**config.mk**
```make
export PLATFORM = sky130hd
export DESIGN_NAME = bist_result_top
export DESIGN_NICKNAME = d
export VERILOG_FILES = /design/src/rtl/bist_pkg.sv /design/src/rtl/bist_seq.sv /design/src/rtl/bist_lane_chk.sv /design/src/rtl/bist_result_reg.sv /design/src/rtl/bist_result_top.sv
export SDC_FILE = /design/constraint.sdc
export NUM_CORES = 1
export LEC_CHECK = 0
export ABC_CLOCK_PERIOD_IN_PS = 5400
export BUFFER_PORTS_ARGS = -buffer_cell sky130_fd_sc_hd__buf_4
export CAP_MARGIN = 5
export CORE_MARGIN = 2
export CORE_UTILIZATION = 40
export CTS_BUF_LIST = sky130_fd_sc_hd__clkbuf_16
export DETAILED_ROUTE_END_ITERATION = 12
export PLACE_DENSITY = 0.57
export SLEW_MARGIN = 25
export SYNTH_ARGS = -nofsm -noshare
export SYNTH_HDL_FRONTEND = slang
export SYNTH_SLANG_ARGS = --single-unit
```
**constraint.sdc**
```tcl
create_clock -name clk -period 5.4 [get_ports clk]
set_input_delay 0.27 -clock clk [delete_from_list [all_inputs] [get_ports clk]]
set_output_delay 0.27 -clock clk [all_outputs]
set_load 0.02 [all_outputs]
```
**src/rtl/bist_pkg.sv**
```systemverilog
package bist_pkg;

    typedef enum logic [2:0] {
        ST_IDLE,
        ST_ARMED,
        ST_RUN,
        ST_DONE,
        ST_LATE
    } bist_state_e;

    localparam int PRBS_LEN  = 15;
    localparam int SEED_WORDS = 2;

endpackage

```
**src/rtl/bist_seq.sv**
```systemverilog
module bist_seq
    import bist_pkg::*;
#(
    parameter int RUN_WORDS = 2097152,
    parameter int START_WIN = 4096,
    localparam int WCW = $clog2(RUN_WORDS + SEED_WORDS) + 1,
    localparam int WNW = $clog2(START_WIN) + 1
) (
    input  logic        clk,
    input  logic        rst_n,
    input  logic        instr_load,
    input  logic        idle_enter,
    output bist_state_e st_o,
    output logic [WNW-1:0] win_cnt_o,
    output logic        clear_o,
    output logic        seed_o,
    output logic        check_o
);

    bist_state_e st_q, st_d;
    logic [WCW-1:0] wcnt_q;
    logic [WNW-1:0] win_q;

    always_ff @(posedge clk or negedge rst_n) begin
        if (!rst_n) st_q <= ST_IDLE;
        else        st_q <= st_d;
    end

    always_comb begin
        st_d = st_q;
        if (instr_load) begin
            st_d = ST_ARMED;
        end else begin
            unique case (st_q)
                ST_IDLE:  st_d = ST_IDLE;
                ST_ARMED: begin
                    if (idle_enter)                         st_d = ST_RUN;
                    else if (win_q == WNW'(START_WIN - 1))  st_d = ST_LATE;
                end
                ST_RUN:   if (wcnt_q == WCW'(RUN_WORDS + SEED_WORDS - 1)) st_d = ST_DONE;
                ST_DONE:  st_d = ST_DONE;
                ST_LATE:  st_d = ST_LATE;
                default:  st_d = ST_IDLE;
            endcase
        end
    end

    always_ff @(posedge clk or negedge rst_n) begin
        if (!rst_n) begin
            win_q  <= '0;
            wcnt_q <= '0;
        end else begin
            if (instr_load)           win_q <= '0;
            else if (st_q == ST_ARMED) win_q <= win_q + 1'b1;
            if (st_q == ST_RUN)       wcnt_q <= wcnt_q + 1'b1;
            else                      wcnt_q <= '0;
        end
    end

    always_comb begin
        st_o      = st_q;
        win_cnt_o = win_q;
        clear_o   = (st_q == ST_ARMED) && (st_d == ST_RUN);
        seed_o    = (st_q == ST_RUN) && (wcnt_q < WCW'(SEED_WORDS));
        check_o   = (st_q == ST_RUN) && (wcnt_q >= WCW'(SEED_WORDS));
    end

endmodule

```
**src/rtl/bist_lane_chk.sv**
```systemverilog
module bist_lane_chk
    import bist_pkg::*;
#(
    parameter int WORD_W    = 10,
    parameter int ERR_LIMIT = 2,
    localparam int CW = $clog2(ERR_LIMIT + WORD_W + 2) + 1
) (
    input  logic              clk,
    input  logic              rst_n,
    input  logic              clear,
    input  logic              seed,
    input  logic              check,
    input  logic [WORD_W-1:0] word,
    output logic              pass_o
);

    logic [PRBS_LEN-1:0] hist_q;
    logic [CW-1:0]       err_q;
    logic [PRBS_LEN-1:0] gen_h, seed_h;
    logic [WORD_W-1:0]   exp_w;
    logic [CW-1:0]       sum;

    // Reference advance and seeding shift, one word of bits per clock
    always_comb begin
        logic [PRBS_LEN-1:0] h;
        logic [PRBS_LEN-1:0] s;
        logic b;
        h = hist_q;
        s = hist_q;
        exp_w = '0;
        for (int k = 0; k < WORD_W; k++) begin
            b        = h[PRBS_LEN-1] ^ h[PRBS_LEN-2];
            exp_w[k] = b;
            h        = {h[PRBS_LEN-2:0], b};
            s        = {s[PRBS_LEN-2:0], word[k]};
        end
        gen_h  = h;
        seed_h = s;
        sum    = err_q + CW'($countones(exp_w ^ word));
    end

    always_ff @(posedge clk or negedge rst_n) begin
        if (!rst_n) begin
            hist_q <= '0;
            err_q  <= '0;
        end else if (clear) begin
            err_q <= '0;
        end else if (seed) begin
            hist_q <= seed_h;
        end else if (check) begin
            hist_q <= gen_h;
            err_q  <= (sum > CW'(ERR_LIMIT + 1)) ? CW'(ERR_LIMIT + 1) : sum;
        end
    end

    assign pass_o = (err_q <= CW'(ERR_LIMIT));

endmodule

```
**src/rtl/bist_result_reg.sv**
```systemverilog
module bist_result_reg #(
    parameter int W = 12
) (
    input  logic         clk,
    input  logic         rst_n,
    input  logic         cap_dr,
    input  logic         shift_dr,
    input  logic         tdi,
    input  logic [W-1:0] result,
    output logic [W-1:0] sr_o
);

    always_ff @(posedge clk or negedge rst_n) begin
        if (!rst_n)        sr_o <= '0;
        else if (cap_dr)   sr_o <= result;
        else if (shift_dr) sr_o <= {tdi, sr_o[W-1:1]};
    end

endmodule

```
**src/rtl/bist_result_top.sv**
```systemverilog
module bist_result_top
    import bist_pkg::*;
#(
    parameter int NCH       = 6,
    parameter int WORD_W    = 10,
    parameter int RUN_WORDS = 2097152,
    parameter int START_WIN = 4096,
    parameter int ERR_LIMIT = 2,
    localparam int RW  = 2 * NCH,
    localparam int WNW = $clog2(START_WIN) + 1
) (
    input  logic                  clk,
    input  logic                  rst_n,
    input  logic                  instr_load,
    input  logic                  idle_enter,
    input  logic [NCH*WORD_W-1:0] rx_words,
    input  logic                  cap_dr,
    input  logic                  shift_dr,
    input  logic                  tdi,
    output logic                  tdo
);

    bist_state_e    st;
    logic [WNW-1:0] win_cnt;
    logic           clear, seed, check;
    logic [NCH-1:0] lane_pass;
    logic [RW-1:0]  result_w;
    logic [RW-1:0]  shift_q;
    logic           armed_w, done_w, late_w;

    bist_seq #(.RUN_WORDS(RUN_WORDS), .START_WIN(START_WIN)) u_seq (
        .clk(clk), .rst_n(rst_n), .instr_load(instr_load), .idle_enter(idle_enter),
        .st_o(st), .win_cnt_o(win_cnt), .clear_o(clear), .seed_o(seed), .check_o(check)
    );

    for (genvar c = 0; c < NCH; c++) begin : g_lane
        bist_lane_chk #(.WORD_W(WORD_W), .ERR_LIMIT(ERR_LIMIT)) u_lane (
            .clk(clk), .rst_n(rst_n), .clear(clear), .seed(seed), .check(check),
            .word(rx_words[c*WORD_W +: WORD_W]), .pass_o(lane_pass[c])
        );
        assign result_w[2*c+1] = done_w | late_w;
        assign result_w[2*c]   = done_w & lane_pass[c];
    end

    always_comb begin
        armed_w = (st == ST_ARMED);
        done_w  = (st == ST_DONE);
        late_w  = (st == ST_LATE);
    end

    bist_result_reg #(.W(RW)) u_reg (
        .clk(clk), .rst_n(rst_n), .cap_dr(cap_dr), .shift_dr(shift_dr),
        .tdi(tdi), .result(result_w), .sr_o(shift_q)
    );

    assign tdo = shift_q[0];

endmodule

```
After elaboration in Yosys (flattened, before gate mapping):

Cells that the tools add are included.

* register bits after elaboration: 171
* input port bits: 67
* output and inout port bits: 1
* logic and storage cells: 229

* add/sub/neg operators: 62
* magnitude comparators: 14
* equal/unequal tests: 8
* multiplexer cells: 46
* bitwise logic cells: 74
* reductions and logical operators: 9

Operators with widths (count)
* 15-bit 2-to-1 mux: 12
* 5-bit adder: 30
* 5-bit 2-to-1 mux: 24
* 1-bit by 1-bit adder with 2-bit output: 30
* 1-bit XOR: 60
* 10-bit XOR: 6
* 5-bit by 2-bit greater-than comparator with 1-bit output (second input constant): 6
* 5-bit by 2-bit <= comparator with 1-bit output (second input constant): 6
* 13-bit 2-to-1 mux: 2
* 12-bit 2-to-1 mux: 2
* 23-bit by 1-bit adder with 23-bit output (second input constant): 1
* 23-bit by 22-bit equality test with 1-bit output (second input constant): 1
* 23-bit by 2-bit >= comparator with 1-bit output (second input constant): 1
* 23-bit by 2-bit < comparator with 1-bit output (second input constant): 1
* 23-bit 2-to-1 mux: 1
* 13-bit by 1-bit adder with 13-bit output (second input constant): 1
* 13-bit by 12-bit equality test with 1-bit output (second input constant): 1
* 3-bit 2-to-1 mux: 4
* 3-bit one-hot mux with 4 select lines: 1
* 3-bit by 2-bit equality test with 1-bit output (second input constant): 3
* 2-bit nonzero test: 4
* 1-bit AND: 6
* 2-bit AND reduction: 2
* 3-bit by 1-bit equality test with 1-bit output (second input constant): 1
* other kinds (5): 7

Depth between registers and ports, before layout:

Gate-level depths: netlist of run 1.

* depth after elaboration: 12
* depth in mapped cells: 15
* gate-level depth less buffers: 15

Cells and area by module:

A second synthesis of run 1 with hierarchy kept.

* cells, all modules: 1135
* area, all modules: 11197.0 um^2

By module, submodules not included
* bist_lane_chk (g_lane[0].u_lane ...): instances 3, cells an instance 142, area an instance 1430.1 um^2, sequential area each 500.5 um^2
* bist_lane_chk (g_lane[2].u_lane ...): instances 3, cells an instance 144, area an instance 1416.4 um^2, sequential area each 500.5 um^2
* bist_seq: instances 1, cells an instance 217, area an instance 2043.2 um^2, sequential area each 975.9 um^2
* bist_result_reg: instances 1, cells an instance 51, area an instance 550.5 um^2, sequential area each 300.3 um^2
* bist_result_top: instances 1, cells an instance 9, area an instance 63.8 um^2, sequential area each 0.0 um^2

Worst setup path before layout of run 1:

OpenSTA, ideal clock, no wires.

* kind: register -> register
* from: register g_lane[2].u_lane.hist_q[6]
* to: register g_lane[2].u_lane.err_q[1]
* setup time: 0.140 ns
* data arrival time: 3.844 ns
* data required time: 5.260 ns
* path slack: 1.417 ns
* stages on the path, launching flop included: 15
* path buffers: 0
* period minus slack after synthesis: 3.983 ns
* path through: dfrtp_1 -> xnor2_1 -> xnor2_1 -> ha_1 -> fa_1 -> inv_1 -> fa_1 -> fa_1 -> inv_1 -> ha_1 -> nand3_1 -> nand2_1 -> or3b_2 -> a221oi_1 -> a311oi_1

* word-level cells in the longest chain between the ends: 12
* elaborated cells between the ends (all ways): 14
* classes of those cells: add/sub: 6; order compare: 1; mux: 4; bitwise: 3

Ends and longest elaborated chain
* start: declaration: RTL line bist_lane_chk.sv:17 `logic [PRBS_LEN-1:0] hist_q;`
* start signal: assignment: RTL line bist_lane_chk.sv:49 `hist_q <= seed_h;`
* start signal: assignment: RTL line bist_lane_chk.sv:51 `hist_q <= gen_h;`
* 1-bit XOR: RTL line bist_lane_chk.sv:32 `b = h[PRBS_LEN-1] ^ h[PRBS_LEN-2];`
* 10-bit XOR (*): RTL line bist_lane_chk.sv:39 `sum = err_q + CW'($countones(exp_w ^ word));`
* 1-bit by 1-bit adder with 2-bit output (not written as such): RTL line bist_lane_chk.sv:39
* 5-bit adder (not written as such) (2 in a row): RTL line bist_lane_chk.sv:39
* 5-bit adder (not written as such) (*): RTL line bist_lane_chk.sv:39
* 5-bit adder (*): RTL line bist_lane_chk.sv:39
* 5-bit by 2-bit greater-than comparator with 1-bit output: RTL line bist_lane_chk.sv:52 `err_q <= (sum > CW'(ERR_LIMIT + 1)) ? CW'(ERR_LIMIT + 1) : sum;`
* 5-bit 2-to-1 mux (*): RTL line bist_lane_chk.sv:52
* 5-bit 2-to-1 mux (*): RTL line bist_lane_chk.sv:50 `end else if (check) begin`
* 5-bit 2-to-1 mux (*): RTL line bist_lane_chk.sv:48 `end else if (seed) begin`
* 5-bit 2-to-1 mux (*): RTL line bist_lane_chk.sv:46 `end else if (clear) begin`
* end signal: assignment: RTL line bist_lane_chk.sv:52
* end: declaration: RTL line bist_lane_chk.sv:18 `logic [CW-1:0] err_q;`

Every way passes the cells marked *; elsewhere a longest branch is shown, timed or not. The select of a mux whose other input is x is not followed.
A chain may end at the register's enable or synchronous reset.

Worst setup path in the final report of run 1:

Same ends and word-level chain as after synthesis.

==> run summary, run 1 <==
Post-DP HPWL: 15,900 um
Seq cells post-synth: 171
CP most frequent cell: fa_1
number of cell rows: 60
Peak Freq: 0.238 GHz
unrepaired setup endpoints after global routing: false
CP max-delay cell: fa_1
vias in the first global route: 8,023
Placer Congestion: 0.778
Mapped Avg Cell Area: 9.71 um2
nets: 1,367
crit share post-route: 0.778
P&R area growth vs syn: 12.5%
post-CTS setup buffers: 0
antenna violations before repair: 0
worst-path fanout max: 3
kind of critical path: flop to flop
grt total ovfl: 0
cell family with most CP delay: adder cells
CP Launch Type: flop
post-synthesis sequential area ratio: 0.387
Routed WL: 22,900 um
Die X: 170 um
Cells after Synth: 1,140
Clock Latency Late Sink: 0.44 ns
I/O Buffers: 67
Post-synth ARST share: 1.00
crit-path max cell delay: 0.57 ns
fin crit period: 4.20 ns
setup TNS: 0 ns
Ant. Diodes: 0
layout cells sized above 1: 0.0971
Hold WC Path Type: input port to flop
clock skew: 0.0184 ns
largest net degree at the start of global routing: 104
Final WS setup: 1.20 ns
DR WL/cell: 14.9 um
Yosys warnings: 0
clock-pin slew of the registers on the worst-case setup and hold paths: 0.08 ns
post-cts repair resize count: 0
relative slew slack: 0.344
Finished Cell Area: 0.0124 mm2
clk sinks: 171
H-Tree Depth: 4
WP buf/inv: 2
Setup Slack @ Placement: 1.19 ns
Final Hold Viols: 0
Crit path required time: 5.68 ns
Starting Density: 0.409
critical path arrival: 4.48 ns
die height: 170 um
Routed Antenna Nets: 0
CTS tree: yes
worst-path cell chain: xnor2_1 > xnor2_1 > ha_1 > fa_1 > inv_1 > fa_1 > fa_1 > inv_1 > ha_1 > nand3_1 > nand2_1 > or3b_2 > a221oi_1 > a311oi_1
Main synth FF type: dfrtp_1
crit path capture type: flop
total track usage: 0.171
syn_nets: 1,325
clock buffer depth: 2
vias: 7,877
number of buffers created by CTS: 17
Root Driver: clkbuf_16
core area: 0.0270 mm2
first-pass GRT wire length: 39,900 um
Via density: 5.13
Cell Area, Placed: 0.0118 mm2
mapped cell area: 0.0111 mm2
EDFF count, synth: 0
count of cell types in the netlist: 50
Hold WS: 0.0877 ns
Initial DRC Count: 437
DR DRC count: 0
fill cell count: 2,570
die area: 0.0290 mm2
Ports: 68
Pre-antenna DRT Iters: 4
max capacitance violation total: 0
outcome: finished clean
Least-Margin Pin Slew: 0.984 ns
max-slew violation count: 0
Final Setup Violations: 0
## layout by cell type, fill, tap and decap left out, types with 3 or more instances in the layout
| cell | count |
|---|---|
| clkbuf_16 | 17 |
| o311ai_0 | 60 |
| xnor2_1 | 144 |
| ha_1 | 76 |
| nand2_1 | 169 |
| inv_1 | 97 |
| and4_1 | 4 |
| xor2_1 | 23 |
| nor2b_1 | 3 |
| a311oi_1 | 3 |
| o21ai_0 | 22 |
| buf_4 | 76 |
| a21oi_1 | 30 |
| a211oi_1 | 6 |
| nor2_1 | 41 |
| and2_1 | 20 |
| nor4b_1 | 4 |
| a21o_1 | 4 |
| inv_8 | 3 |
| fa_1 | 42 |
| nand3_1 | 85 |
| nor3_1 | 14 |
| or3_1 | 4 |
| nor4_1 | 9 |
| dfrtp_1 | 171 |
| a2111oi_0 | 6 |
| mux2i_1 | 13 |
| and3_1 | 4 |
| nand4_1 | 6 |
| clkinv_4 | 4 |
## cells in the mapped netlist (2+ instances only)
cell,n,area (um2)
a2111oi_0,6,52.6
a211oi_1,6,45.0
a21o_1,4,30.0
a21oi_1,30,150
a221oi_1,2,17.5
a311oi_1,3,26.3
a31oi_1,2,12.5
and2_1,20,125
and3_1,4,25.0
and4_1,4,35.0
buf_1,5,18.8
buf_2,11,55.1
buf_4,4,30.0
clkbuf_1,33,124
dfrtp_1,171,4280
fa_1,42,841
ha_1,76,951
inv_1,97,364
mux2i_1,13,130
nand2_1,169,634
nand3_1,85,425
nand4_1,6,37.5
nor2_1,42,158
nor2b_1,3,18.8
nor3_1,14,70.1
nor3b_1,2,15.0
nor4_1,9,56.3
nor4b_1,4,35.0
o21a_1,2,15.0
o21ai_0,22,110
o311ai_0,60,526
or3_1,4,25.0
or3b_1,2,17.5
or3b_2,2,17.5
xnor2_1,144,1260
xor2_1,23,201
## through the flow
stage,instances,utilization
3_5_place_dp,1503,0.438
4_1_cts,1535,0.460
5_1_grt,1536,0.461
2_1_floorplan,1140,-
6_report,1536,0.461
3_3_place_gp,1503,0.438
## final timing paths
| check | start | endpoint | slack [ns] | depth (start not counted) |
|---|---|---|---|---|
| min reg2reg | g_lane[5].u_lane.hist_q[1] | g_lane[5].u_lane.hist_q[11] | 0.47 | 2 |
| min | rx_words[49] | g_lane[4].u_lane.hist_q[0] | 0.09 | 3 |
| max in group asynchronous | rst_n | g_lane[0].u_lane.hist_q[5] | 3.85 | 3 |
| max reg2reg | g_lane[2].u_lane.hist_q[6] | g_lane[2].u_lane.err_q[1] | 1.20 | 14 |
| min in group asynchronous | rst_n | u_seq.win_cnt_o[6] | 0.51 | 2 |
| max | g_lane[2].u_lane.hist_q[6] | g_lane[2].u_lane.err_q[1] | 1.20 | 14 |
## timing repair
item / 4_1_cts / 5_1_grt
endpoints found under the hold margin: 0 / 3
setup endpoints to repair: 0 / 0
hold buffers: 0 / 1
## registers in the layout (all words and copies together), names as in the netlist
name / count
u_seq.st_o: 3
u_seq.win_cnt_o: 13
g_lane.u_lane.err_q: 30
u_reg.sr_o: 12
g_lane.u_lane.hist_q: 90
u_seq.wcnt_q: 23
## cells by family (layout without fill, tap and decap cells)
kind of cell	after synthesis	in the layout	share of synthesized area
fa+ha+maj	118	118	0.162
xor+xnor	167	167	0.132
mux	13	13	0.0118
flops	171	171	0.387
buf+inv	152	207	0.0550
simple gates	378	378	0.160
compound gates	141	141	0.0927
## cell type report
| cell class | count | area, um2 | share of cell area |
|---|---|---|---|
| clock buffer | 17 | 425 | 0.0342 |
| clock inverter | 15 | 166 | 0.0134 |
| inverter | 97 | 364 | 0.0292 |
| multi-input combinational | 817 | 6190 | 0.497 |
| sequential | 171 | 4280 | 0.344 |
| tap | 341 | 427 | 0.0343 |
| timing repair buffer | 78 | 594 | 0.0477 |
## worst reg2reg max path: stages, from the launching register on
cell and delay [ns]:
dfrtp_1 0.42, xnor2_1 0.24, xnor2_1 0.10, ha_1 0.22
fa_1 0.53, inv_1 0.05, fa_1 0.49, fa_1 0.57
inv_1 0.06, ha_1 0.28, nand3_1 0.08, nand2_1 0.06
or3b_2 0.44, a221oi_1 0.36, a311oi_1 0.15
## routing by layer
metal | GRT usage | up-vias | share of wire
met5 | 0 | - | 0
met4 | 0.0427 | 0 | 0.0099
met3 | 0.0265 | 12 | 0.031
met2 | 0.286 | 103 | 0.48
met1 | 0.232 | 3811 | 0.48
li1 | - | 3951 | -
Power of run 1 is not shown: default switching activity piles up to over one toggle a cycle in this logic, so the estimate is an artifact.
==> inputs of run 2 (changes only) <==
--- a/config.mk
+++ b/config.mk
@@ -5,14 +5,14 @@
 export SDC_FILE = /design/constraint.sdc
 export NUM_CORES = 1
 export LEC_CHECK = 0
-export ABC_CLOCK_PERIOD_IN_PS = 5400
+export ABC_CLOCK_PERIOD_IN_PS = 3800
 export BUFFER_PORTS_ARGS = -buffer_cell sky130_fd_sc_hd__buf_4
 export CAP_MARGIN = 5
 export CORE_MARGIN = 2
 export CORE_UTILIZATION = 40
 export CTS_BUF_LIST = sky130_fd_sc_hd__clkbuf_16
 export DETAILED_ROUTE_END_ITERATION = 12
-export PLACE_DENSITY = 0.57
+export PLACE_DENSITY = 0.6
 export SLEW_MARGIN = 25
 export SYNTH_ARGS = -nofsm -noshare
 export SYNTH_HDL_FRONTEND = slang
==> constraint.sdc (replaced) <==
create_clock -name clk -period 3.8 [get_ports clk]
set_input_delay 0.19 -clock clk [delete_from_list [all_inputs] [get_ports clk]]
set_output_delay 0.19 -clock clk [all_outputs]
set_load 0.02 [all_outputs]
==> run summary, run 2 (synthesis gave the netlist of run 1 again) <==
met3 routed wirelength: 596 um (-17%)
Least-Margin Pin Slew: 0.849 ns (-0.135 ns)
Die X: 170 um (unchanged)
clock skew: 0.0114 ns (-0.00700 ns)
Hold WC Path Type: input port to flop
CP most frequent cell: fa_1
H-Tree Depth: 4 (unchanged)
P&R area growth vs syn: 20.4%
commonest cells after routing, fill and taps aside: 168 x nand2_1, 146 x dfrtp_1, 113 x buf_4, 104 x xnor2_1, 86 x inv_1
DR DRC count: 0 (unchanged)
commonest non-fill, non-tap cell in the layout: nand2_1
crit share post-route: 1.05 (+0.275)
Ports: 68 (unchanged)
kind of critical path: flop to flop
antenna violations before repair: 0 (unchanged)
clk sinks: 171 (unchanged)
Pre-antenna DRT Iters: 5 (+1)
number of buffers created by CTS: 17 (unchanged)
outcome: finished, violations left
number of cell rows: 60 (unchanged)
max-slew violation count: 0 (unchanged)
vias: 8,201 (+4.1%)
Final Hold Viols: 0 (unchanged)
M1 WL: 11,400 um (+3.2%)
die area: 0.0290 mm2 (unchanged)
WP buf/inv: 2 (unchanged)
grt total ovfl: 0 (unchanged)
unrepaired setup endpoints after global routing: true
fin crit period: 4.00 ns (-0.201 ns)
Routed Antenna Nets: 0 (unchanged)
die height: 170 um (unchanged)
Root Driver: clkbuf_16
Largest register FFs: 90 (unchanged)
worst-path cell chain: xnor2_2 > xnor2_1 > ha_2 > fa_1 > inv_2 > fa_1 > fa_1 > inv_2 > ha_4 > a21oi_2 > nand2_2 > or3b_4 > a221oi_2 > a311oi_1
Peak Freq: 0.250 GHz (+5.0%)
vias in the first global route: 8,266 (+3.0%)
Clock Latency Late Sink: 0.43 ns (about the same)
failing checks: setup timing
I/O Buffers: 67 (unchanged)
Routed WL: 24,100 um (+5.3%)
Ant. Diodes: 0 (unchanged)
crit path capture type: flop
core area: 0.0270 mm2 (unchanged)
most flop-heavy register: g_lane.u_lane.hist_q
first-pass GRT wire length: 41,000 um (+2.9%)
Final Util: 0.493 (+0.0325)
CTS tree: yes
biggest regs: g_lane.u_lane.hist_q (90), g_lane.u_lane.err_q (30), u_seq.wcnt_q (23)
flop2flop setup slack: -0.20 ns (-1.40 ns)
nets: 1,409 (+3.1%)
Initial DRC Count: 429 (-1.8%)
critical path arrival: 4.28 ns (-0.20 ns)
clock buffer depth: 2 (unchanged)
max capacitance violation total: 0 (unchanged)
Post-DP HPWL: 16,400 um (+3.2%)
CP Launch Type: flop
largest net degree at the start of global routing: 125 (+20%)
crit-path max cell delay: 0.56 ns (about the same)
Crit path required time: 4.08 ns (-1.60 ns)
Final Setup Violations: 10 (+10)
DR WL/cell: 15.3 um (+2.6%)
routed wl met2: 11,800 um (+8.4%)
clock-pin slew of the registers on the worst-case setup and hold paths: 0.07 ns (about the same)
Via density: 5.20 (+1.5%)
layout cells sized above 1: 0.224 (+0.127)
worst-path fanout max: 3 (unchanged)
relative slew slack: 0.433 (+0.0893)
CP max-delay cell: fa_1
Starting Density: 0.409 (unchanged)
cell family with most CP delay: adder cells
Placer Congestion: 0.783 (+0.55%)
Final WS setup: -0.200 ns (-1.40 ns)
top sig layer: met4
total track usage: 0.175 (+0.00482)
run 2: final cells by class:
type	count	area, um2
well taps	341	427
multi-input cells	817	6750
clock inverters	13	108
inverters	97	364
repair buffers	120	940
fillers	2512	13700
clock buffers	17	425
flip-flops and latches	171	4310
run 2: per-stage QoR:
stage                     instance area, um2  TNS [ns]  std cells  hold slack (ns)  setup slack [ns]
after floorplan                        11100         0       1140           -0.106            0.0250
after global placement                 12100     -1.32       1535            0.275            -0.190
after detailed placement               12100     -1.94       1535            0.287            -0.216
after CTS                              13100    -0.791       1574          0.00365            -0.145
after global routing                   13300     -2.84       1576           0.0269            -0.335
final                                  13300    -0.822       1576           0.0182            -0.200
run 2: repair_timing:
item                                   CTS  global route
hold buffers                             4             0
endpoints found under the hold margin   76             0
setup endpoints to repair               12            12
resized for setup                       77            44
setup buffers                            5             2
pin swaps                               41            41
run 2: final timing paths:
| check | start | endpoint | depth (start not counted) |
|---|---|---|---|
| hold / removal | rx_words[58] | g_lane[5].u_lane.hist_q[1] | 3 |
| setup reg to reg | g_lane[2].u_lane.hist_q[9] | g_lane[2].u_lane.err_q[1] | 14 |
| setup / recovery | g_lane[2].u_lane.hist_q[9] | g_lane[2].u_lane.err_q[1] | 14 |
| hold reg to reg | g_lane[4].u_lane.hist_q[3] | g_lane[4].u_lane.hist_q[13] | 2 |
| min in group asynchronous | rst_n | g_lane[5].u_lane.hist_q[8] | 2 |
| max in group asynchronous | rst_n | g_lane[2].u_lane.hist_q[9] | 3 |
run 2: worst reg2reg max path: cells and delay by family, from the launching register on:
family                   cells  cell delay [ns]
buffers and inverters        2             0.10
AO/OA/AOI/OAI                3             0.57
adder cells (fa/ha/maj)      5             1.94
XOR/XNOR                     2             0.33
AND/OR/NAND/NOR              2             0.45
flip-flops                   1             0.45
run 2: per-layer routing:
layer,track usage,vias up
met1,0.239,4029
met3,0.0237,16
li1,-,4045
met4,0.0453,0
met5,0,-
met2,0.295,111
Power of run 2 is left out for the same reason.
